===== src/rtl/pfq_pkg.sv =====
package pfq_pkg;

  // Strobes that the control issues to the byte storage each cycle.
  typedef struct packed {
    logic flush;     // drop all bytes, pointers back to slot 0
    logic popEn;     // head byte leaves
    logic pushPair;  // both bytes of the incoming word enter
    logic pushHigh;  // only the upper byte of the incoming word enters
  } pfqStrobe_t;

endpackage


===== src/rtl/pfq_ctrl.sv =====
module pfq_ctrl
  import pfq_pkg::*;
#(
  parameter int DEPTH      = 6,
  parameter int ADDR_W     = 16,
  parameter logic [ADDR_W-1:0] RESET_ADDR = '0
) (
  input  logic              clk,
  input  logic              rstN,
  input  logic              fetchAck,
  input  logic              redirect,
  input  logic [ADDR_W-1:0] redirectAddr,
  input  logic              popReq,
  output logic              fetchReq,
  output logic [ADDR_W-1:0] fetchAddr,
  output logic              popValid,
  output pfqStrobe_t        strobe
);

  localparam int CNT_W     = $clog2(DEPTH + 1);
  localparam int WORD_ROOM = 2;
  localparam logic [CNT_W-1:0] REQ_LIMIT = CNT_W'(DEPTH - WORD_ROOM);
  localparam logic [ADDR_W-1:0] ADDR_STEP = ADDR_W'(WORD_ROOM);
  localparam logic [ADDR_W-1:0] EVEN_MASK = ~ADDR_W'(1);

  logic [CNT_W-1:0]  count;
  logic [CNT_W-1:0]  countNext;
  logic [ADDR_W-1:0] addrQ;
  logic              oddPending;
  logic              accept;
  logic [1:0]        pushN;

  // Request only from registered occupancy: a word fits whenever asked.
  assign fetchReq  = (count <= REQ_LIMIT);
  assign fetchAddr = addrQ;
  assign popValid  = (count != '0);
  assign accept    = fetchReq & fetchAck & ~redirect;

  assign strobe.flush    = redirect;
  assign strobe.popEn    = popReq & popValid & ~redirect;
  assign strobe.pushPair = accept & ~oddPending;
  assign strobe.pushHigh = accept & oddPending;

  always_comb begin
    pushN = 2'd0;
    if (strobe.pushPair)      pushN = 2'd2;
    else if (strobe.pushHigh) pushN = 2'd1;
    countNext = count + CNT_W'(pushN) - CNT_W'(strobe.popEn);
  end

  always_ff @(posedge clk) begin
    if (!rstN) begin
      count      <= '0;
      addrQ      <= RESET_ADDR & EVEN_MASK;
      oddPending <= RESET_ADDR[0];
    end else if (redirect) begin
      count      <= '0;
      addrQ      <= redirectAddr & EVEN_MASK;
      oddPending <= redirectAddr[0];
    end else begin
      count <= countNext;
      if (accept) begin
        addrQ      <= addrQ + ADDR_STEP;
        oddPending <= 1'b0;
      end
    end
  end

  // storage never overfills
  assert_no_overflow_R2: assert property (@(posedge clk) disable iff (!rstN)
    count <= CNT_W'(DEPTH));

  // a full queue leaves the bus idle
  assert_full_idle_R2: assert property (@(posedge clk) disable iff (!rstN)
    (count == CNT_W'(DEPTH)) |-> !fetchReq);

  // word address steps by one word per accepted fetch
  assert_addr_step_R4: assert property (@(posedge clk) disable iff (!rstN)
    accept |=> fetchAddr == $past(fetchAddr) + ADDR_STEP);

  // redirect leaves an empty queue pointed at the aligned target
  assert_redirect_flush_R7: assert property (@(posedge clk) disable iff (!rstN)
    redirect |=> (!popValid && fetchAddr == ($past(redirectAddr) & EVEN_MASK)));

endmodule


===== src/rtl/pfq_data.sv =====
module pfq_data
  import pfq_pkg::*;
#(
  parameter int DEPTH  = 6,
  parameter int BYTE_W = 8
) (
  input  logic                clk,
  input  logic                rstN,
  input  pfqStrobe_t          strobe,
  input  logic [2*BYTE_W-1:0] wordIn,
  output logic [BYTE_W-1:0]   popData
);

  localparam int PTR_W = (DEPTH > 1) ? $clog2(DEPTH) : 1;

  logic [PTR_W-1:0]  rdPtr;
  logic [PTR_W-1:0]  wrPtr;
  logic [PTR_W-1:0]  wrPtrPlus1;
  logic [BYTE_W-1:0] slotView [DEPTH];
  logic [BYTE_W-1:0] lowByte;
  logic [BYTE_W-1:0] highByte;

  // Circular increment for a depth that need not be a power of two.
  function automatic logic [PTR_W-1:0] ptrAdd(input logic [PTR_W-1:0] p,
                                              input logic [1:0] step);
    logic [PTR_W+1:0] s;
    s = {2'b00, p} + {{PTR_W{1'b0}}, step};
    if (s >= (PTR_W+2)'(DEPTH)) s = s - (PTR_W+2)'(DEPTH);
    return s[PTR_W-1:0];
  endfunction

  assign lowByte    = wordIn[BYTE_W-1:0];
  assign highByte   = wordIn[2*BYTE_W-1:BYTE_W];
  assign wrPtrPlus1 = ptrAdd(wrPtr, 2'd1);

  for (genvar i = 0; i < DEPTH; i++) begin : gSlot
    logic [BYTE_W-1:0] byteQ;
    logic              hitFirst;
    logic              hitSecond;
    assign hitFirst  = (wrPtr == PTR_W'(i));
    assign hitSecond = (wrPtrPlus1 == PTR_W'(i));
    always_ff @(posedge clk) begin
      if (!strobe.flush) begin
        if (strobe.pushPair && hitFirst)       byteQ <= lowByte;
        else if (strobe.pushPair && hitSecond) byteQ <= highByte;
        else if (strobe.pushHigh && hitFirst)  byteQ <= highByte;
      end
    end
    assign slotView[i] = byteQ;
  end

  assign popData = slotView[rdPtr];

  always_ff @(posedge clk) begin
    if (!rstN || strobe.flush) begin
      rdPtr <= '0;
      wrPtr <= '0;
    end else begin
      if (strobe.popEn)         rdPtr <= ptrAdd(rdPtr, 2'd1);
      if (strobe.pushPair)      wrPtr <= ptrAdd(wrPtr, 2'd2);
      else if (strobe.pushHigh) wrPtr <= wrPtrPlus1;
    end
  end

  // both pointers stay inside the storage across every wrap
  assert_ptr_range_R10: assert property (@(posedge clk) disable iff (!rstN)
    (rdPtr < PTR_W'(DEPTH)) && (wrPtr < PTR_W'(DEPTH)));

  // after a flush reading and writing restart at the same slot
  assert_flush_align_R7: assert property (@(posedge clk) disable iff (!rstN)
    strobe.flush |=> (rdPtr == wrPtr));

endmodule


===== src/rtl/pfq_top.sv =====
module pfq_top #(
  parameter int DEPTH      = 6,
  parameter int ADDR_W     = 16,
  parameter int BYTE_W     = 8,
  parameter logic [ADDR_W-1:0] RESET_ADDR = '0
) (
  input  logic                clk,
  input  logic                rstN,
  output logic                fetchReq,
  output logic [ADDR_W-1:0]   fetchAddr,
  input  logic                fetchAck,
  input  logic [2*BYTE_W-1:0] fetchData,
  input  logic                popReq,
  output logic [BYTE_W-1:0]   popData,
  output logic                popValid,
  output logic                qEmpty,
  input  logic                redirect,
  input  logic [ADDR_W-1:0]   redirectAddr
);

  pfq_pkg::pfqStrobe_t strobe;

  pfq_ctrl #(
    .DEPTH(DEPTH), .ADDR_W(ADDR_W), .RESET_ADDR(RESET_ADDR)
  ) uCtrl (
    .clk(clk), .rstN(rstN), .fetchAck(fetchAck), .redirect(redirect),
    .redirectAddr(redirectAddr), .popReq(popReq), .fetchReq(fetchReq),
    .fetchAddr(fetchAddr), .popValid(popValid), .strobe(strobe)
  );

  pfq_data #(
    .DEPTH(DEPTH), .BYTE_W(BYTE_W)
  ) uData (
    .clk(clk), .rstN(rstN), .strobe(strobe), .wordIn(fetchData), .popData(popData)
  );

  assign qEmpty = ~popValid;

  // an unpopped head byte stays put
  assert_hold_head_R3: assert property (@(posedge clk) disable iff (!rstN)
    (popValid && !popReq && !redirect) |=> (popValid && $stable(popData)));

  // the empty status follows a redirect
  assert_empty_after_redirect_R7: assert property (@(posedge clk) disable iff (!rstN)
    redirect |=> qEmpty);

endmodule


===== config.mk =====
export PLATFORM = sky130hd
export DESIGN_NAME = pfq_top
export DESIGN_NICKNAME = d
export VERILOG_FILES = /design/src/rtl/pfq_pkg.sv /design/src/rtl/pfq_ctrl.sv /design/src/rtl/pfq_data.sv /design/src/rtl/pfq_top.sv
export SDC_FILE = /design/constraint.sdc
export NUM_CORES = 1
export LEC_CHECK = 0
export ABC_AREA = 1
export BUFFER_PORTS_ARGS = -buffer_cell sky130_fd_sc_hd__buf_2
export CORE_MARGIN = 2
export CORE_UTILIZATION = 61
export DETAILED_ROUTE_END_ITERATION = 6
export PLACE_DENSITY = 0.85
export SLEW_MARGIN = 10
export SYNTH_ARGS = -nofsm -noshare
export SYNTH_HDL_FRONTEND = slang
export SYNTH_SLANG_ARGS = --single-unit

===== constraint.sdc =====
create_clock -name clk -period 4.1 [get_ports clk]
set_input_delay 0.41 -clock clk [delete_from_list [all_inputs] [get_ports clk]]
set_output_delay 0.41 -clock clk [all_outputs]
set_load 0.02 [all_outputs]

Word level (Yosys, flattened, before mapping)
Cells that the tools add are included.
- word-level logic and storage cells: 117
- output and inout bits: 27
- register bits after elaboration: 74
- input port bits: 37
- bitwise gates (word level): 11
- $add $sub $neg: 9
- $lt $le $gt $ge: 5
- equality and inequality tests: 10
- reductions and logical operators: 38
- multiplexer cells: 32
- operators by type and width (cell ; number):
    $mux 8 ; 20
    $mux 16 ; 2
    $bmux 8 s3 ; 1
    $reduce_bool 3->1 ; 7
    $logic_and 1x1->1 ; 18
    $add 16x2->16 const B ; 1
    $mux 3 ; 5
    $eq 3x2->1 const B ; 4
    $eq 3x3->1 const B ; 4
    $ge 4x3->1 const B ; 3
    $reduce_and 2->1 ; 6
    $sub 3x3->3 const B ; 3
    $add 3x1->4 const B ; 2
    $and 1x1->1 ; 6
    $eq 3x1->1 const B ; 2
    $logic_not 3->1 ; 2
    $add 3x2->4 const B ; 1
    $ge 4x4->1 const B ; 1
    $not 1->1 ; 4
    $not 3->4 ; 1
    $reduce_bool 2->1 ; 2
    $add 3x2->3 ; 1
    $le 3x3->1 const B ; 1
    $mux 1 ; 3
    other kinds (5) ; 5

Longest topological paths before layout
- word-level depth: 8
- mapped depth: 11
- mapped depth without buffers: 11

Hierarchy
Synthesis repeated with hierarchy kept, for this count alone.
- cell total of the unflattened synthesis: 548
- area, all modules: 4450.5 um^2
- modules (own cells, without submodules) (module ; seq. area each (um^2) ; times used ; cells an instance ; area each (um^2)):
    pfq_data ; 1561.5 ; 1 ; 351 ; 3204.3
    pfq_ctrl ; 380.4 ; 1 ; 196 ; 1242.4
    pfq_top ; 0.0 ; 1 ; 1 ; 3.8

Least setup slack after synthesis
OpenSTA, ideal clock, no wires.
- kind: register to register
- start point: register uData.wrPtr[2]
- end point: register uData.gSlot[2].byteQ[0], enable pin
- buffers on the path: 0
- stages on the path, launching flop included: 8
- arrival: 2.272 ns
- period minus slack after synthesis: 2.656 ns
- data required time: 3.716 ns
- setup slack: 1.444 ns
- library setup time: 0.384 ns
- cells stage by stage: dfxtp_1 > inv_1 > ha_1 > o21bai_1 > nand2_1 > xor2_1 > nand3_1 > o21ai_0
- longest elaborated chain between the ends: 7
- elaborated cells between the ends (all ways): 11
- those cells by class: add/sub: 2; order compare: 1; eq/ne: 2; mux: 1; reduce/logical: 5
- ends and longest elaborated chain (item ; line ; RTL):
    start, declared ; pfq_data.sv:17 ; logic [PTR_W-1:0] wrPtr;
    start signal, assigned ; pfq_data.sv:60 ; if (strobe.pushPair) wrPtr <= ptrAdd(wrPtr, 2'd2);
    start signal, assigned ; pfq_data.sv:61 ; else if (strobe.pushHigh) wrPtr <= wrPtrPlus1;
    $add 3x1->4 ; pfq_data.sv:27 ; s = {2'b00, p} + {{PTR_W{1'b0}}, step};
    $ge 4x3->1 / $sub 3x3->3 (equally long branches) ; pfq_data.sv:28 ; if (s >= (PTR_W+2)'(DEPTH)) s = s - (PTR_W+2)'(DEPTH);
    $mux 3 ; pfq_data.sv:28 ;
    $eq 3x2->1 ; pfq_data.sv:41 ; assign hitSecond = (wrPtrPlus1 == PTR_W'(i));
    $logic_and 1x1->1 ; pfq_data.sv:45 ; else if (strobe.pushPair && hitSecond) byteQ <= highByte;
    $reduce_bool 3->1 (no source line) * ; n/a ;
    $reduce_and 2->1 (no source line) * ; n/a ;
    end signal, assigned ; pfq_data.sv:44 ; if (strobe.pushPair && hitFirst) byteQ <= lowByte;
    end signal, assigned ; pfq_data.sv:45 ;
    end signal, assigned ; pfq_data.sv:46 ; else if (strobe.pushHigh && hitFirst) byteQ <= highByte;
    end, declared ; pfq_data.sv:37 ; logic [BYTE_W-1:0] byteQ;
Mark *: on every way between the ends. The rest lies on a longest branch, timed or not.
A chain may end at the register's enable or synchronous reset.

Worst setup path after layout
- start point: register uData.wrPtr[2]
- end point: register uData.gSlot[2].byteQ[4], enable pin
Same word-level chain as after synthesis.

==> results.md <==
- Overall track demand over capacity in global routing: 29.3%
- Reg2Reg Depth: 8
- Startpoint of the worst-slack reg-to-reg timing path: uData.wrPtr[2]$_SDFFE_PP0P_
- Iter 0 DRT Violations: 302
- Number of failing hold endpoints at the final stage: 0
- Worst hold margin: 0.322 ns
- Die H: 87.4 µm
- Residual overflow from global routing: 0
- Register bit total from synthesis: 73
- Count of vias placed by the detailed router: 3874
- # nets final: 635
- Number of iterations in the first detailed-routing pass: 5
- Antenna Nets Post-Route: 0
- Status: finished, final reports clean
- Period utilization: 66.6%
- Syn Area/Cell: 8.10 µm²
- End point of the critical path: uData.gSlot[2].byteQ[4]$_DFFE_PP_
- Number of rows created at floorplan: 30
- Cell area after synthesis: 4240 µm²
- Quantity of gates resized following cts: 0
- Number of synthesis warnings: 0
- Highest ir drop seen on vdd: 197 µV
- Placed cell area: 4560 µm²
- Worst path buffer plus inverter count: 2
- Share of post-route cells with drive strength above 1: 18.2%
- Maximum clock insertion buffer count: 2
- Detailed Place HPWL: 7680 µm
- Drt drc: 0
- Dominant cells by area after synthesis: sky130_fd_sc_hd__edfxtp_1, sky130_fd_sc_hd__dfxtp_1, sky130_fd_sc_hd__nand2_1
- Master cell of the clock root buffer: sky130_fd_sc_hd__clkbuf_8
- Count of different cell masters after synthesis: 34
- Global-route wire length before repair: 17100 µm
- Max-capacitance violation count: 0
- Number of buffers inserted to repair setup after CTS: 0
- Mapped Nets: 577
- Gate family responsible for the most delay along the worst path: flip-flops
- Routed length on met3: 759 µm
- Final sum of negative setup slack: 0 ns
- R2r setup slk: 1.37 ns
- PD cells: 348 nW/µm²
- Unrepaired setup endpoints after global routing: no
- Arrival time worst endpoint: 2.79 ns
- Fraction of post-synthesis cell area in the top cell type by area: 34.0%
- Global placement routability congestion: 0.962
- Total Routed Length: 10800 µm
- Library cell contributing the largest single delay on the critical path: sky130_fd_sc_hd__dfxtp_1
- Worst-margin pin slew: 0.794 ns
- Count of fill cells added during filler insertion: 522
- Worst hold path class: in -> reg
- Diode insertion count for antenna repair: 0
- Crit path launch type: flip-flop
- Data required time at the worst endpoint: 4.16 ns
- Leakage: 2.08 nW
- Stages on worst setup path: 8
- TritonCTS Buffers: 9
- Fmax: 0.366 GHz
- Post-DR vias/cell: 5.81
- Top-level port count: 64
- Clock sink total: 73
- Number of antenna violations at the first check in global routing: 0
- Standard cell core area: 6760 µm²
- Port-buffer cells: 62
- Final clock skew: 0.0114 ns
- Synthesized instance count: 524
- Setup Viol. Count Final: 0
- Biggest fanout along the worst timing path: 9
- Most used cells in the layout excluding fill and tap cells: sky130_fd_sc_hd__nand2_1, sky130_fd_sc_hd__o21ai_0, sky130_fd_sc_hd__buf_2, sky130_fd_sc_hd__nor2_1, sky130_fd_sc_hd__edfxtp_1
- CTS tree: yes
- Synthesis-to-finish area growth: 12.2%
- Worst-path cell chain: inv_1 -> ha_1 -> o21bai_1 -> nand2_1 -> xor2_1 -> nand3_1 -> o21ai_0 -> buf_4
- Post-route standard cell area excluding fillers: 4760 µm²
- Starting density of the core: 62.8%
- Final Max Tran Viols: 0
- Maximum number of pins on one net before global-route repair: 28
- Largest area contributor in the synthesized netlist: sky130_fd_sc_hd__edfxtp_1
- CTS clock-pin slew for the worst setup and hold paths: 0.08 ns
- Total number of H-tree levels: 3
- Met1 wire length: 4530 µm
- Setup crit start: uData.wrPtr[2]$_SDFFE_PP0P_
- Highest routed metal layer: met4
- Category of the most critical setup path: reg -> reg
- Die area: 7640 µm²
- Pwr Total: 1.66 mW
- Sequential-to-total area share from yosys stat: 45.8%
- Average routed wire per standard cell: 16.2 µm
- Via count of the first global-routing pass: 3652
- Die X: 87.4 µm
- Slew headroom: 47.0%
- Endpoint class of the critical path: flip-flop
- Commonest non-fill, non-tap cell in the layout: sky130_fd_sc_hd__nand2_1
- Critical R2R Capture: uData.gSlot[2].byteQ[4]$_DFFE_PP_
- Maximum cell stage delay along the critical path: 0.55 ns
- Final critical path time including I/O delays and setup: 2.73 ns
- Worst skew pair latency: 0.35 ns
- Count of hold buffers inserted by post-cts repair: 0
- Wire length on met2: 5210 µm
-- worst reg2reg max path: cells and delay by family, from the launching register on --
kind                       cells  cell delay (ns)
AOI/OAI and AO/OA              2             0.52
xor gates and xnor gates       1             0.24
adders and majority gates      1             0.40
buffers and inverters          2             0.51
DFF                            1             0.55
and+or+nand+nor                2             0.22
-- area by class of cell --
cell class | instances | area (µm²) | share of cell area, %
Sequential cell | 73 | 1940 | 40.8
Clock inverter | 7 | 77.6 | 1.63
Inverter | 46 | 173 | 3.62
Timing Repair Buffer | 68 | 355 | 7.46
Multi-Input combinational cell | 384 | 1990 | 41.8
Clock buffer | 9 | 124 | 2.60
Tap cell | 80 | 100 | 2.10
-- stage by stage --
step | utilization (%) | std cells | setup slack (ns)
after CTS | 70.5 | 667 | 1.39
after global routing | 70.5 | 667 | 1.16
after global placement | 67.5 | 651 | 1.54
after floorplan | - | 524 | 1.44
after detailed placement | 67.5 | 651 | 1.45
final | 70.5 | 667 | 1.37
-- flip-flops by register name, summed over array words and instances, names as in the netlist --
register / count
uData.rdPtr: 3
uData.wrPtr: 3
uCtrl.fetchAddr: 15
uCtrl.count: 3
uCtrl.oddPending: 1
uData.gSlot.byteQ: 48
-- routing by layer --
layer  up-vias  global-route usage (%)
met5         -                       0
met4         0                    13.0
met3        35                    6.92
met2       166                    47.9
met1      1788                    37.0
li1       1885                       -
-- synthesized netlist by cell type, drive strengths merged --
| cell type | n |
|---|---|
| nand2 | 132 |
| conb | 1 |
| o22ai | 8 |
| xnor2 | 6 |
| dfxtp | 25 |
| xor2 | 3 |
| ha | 15 |
| edfxtp | 48 |
| o21bai | 1 |
| nor2 | 55 |
| o211ai | 1 |
| or2 | 3 |
| a21boi | 1 |
| inv | 46 |
| a31oi | 5 |
| o221ai | 1 |
| clkbuf | 11 |
| o21ai | 98 |
| nand3 | 32 |
| a21oi | 16 |
| nand4 | 5 |
| fa | 1 |
| buf | 10 |
-- worst min path at each step --
stage / endpoint / startpoint / depth (start not counted) / slack [ns]
3_3_place_gp: uCtrl.fetchAddr[15]$_SDFFE_PN0P_ / uCtrl.fetchAddr[15]$_SDFFE_PN0P_ / 2 / 0.48
5_1_grt: uCtrl.fetchAddr[2]$_SDFFE_PN0P_ / redirectAddr[2] / 3 / 0.35
3_5_place_dp: uCtrl.fetchAddr[15]$_SDFFE_PN0P_ / uCtrl.fetchAddr[15]$_SDFFE_PN0P_ / 2 / 0.51
6_report: uCtrl.oddPending$_SDFFE_PN0P_ / redirectAddr[0] / 3 / 0.32
2_1_floorplan: uCtrl.oddPending$_SDFFE_PN0P_ / uCtrl.oddPending$_SDFFE_PN0P_ / 2 / 0.50
4_1_cts: uCtrl.oddPending$_SDFFE_PN0P_ / redirectAddr[0] / 3 / 0.31
-- report_power, final --
part           total, mW  switching [mW]  internal (mW)
clock              0.579           0.293          0.286
combinational      0.249           0.166         0.0829
sequential         0.829          0.0201          0.809
-- cells by family after synthesis --
kind of cell	share of synthesized area (%)
and+or+nand+nor	23.2
AOI/OAI and AO/OA	16.9
DFF	45.8
buffers and inverters	7.31
adders and majority gates	4.89
xor gates and xnor gates	1.86
other	0.0884
(Power assumes the default switching activity.)
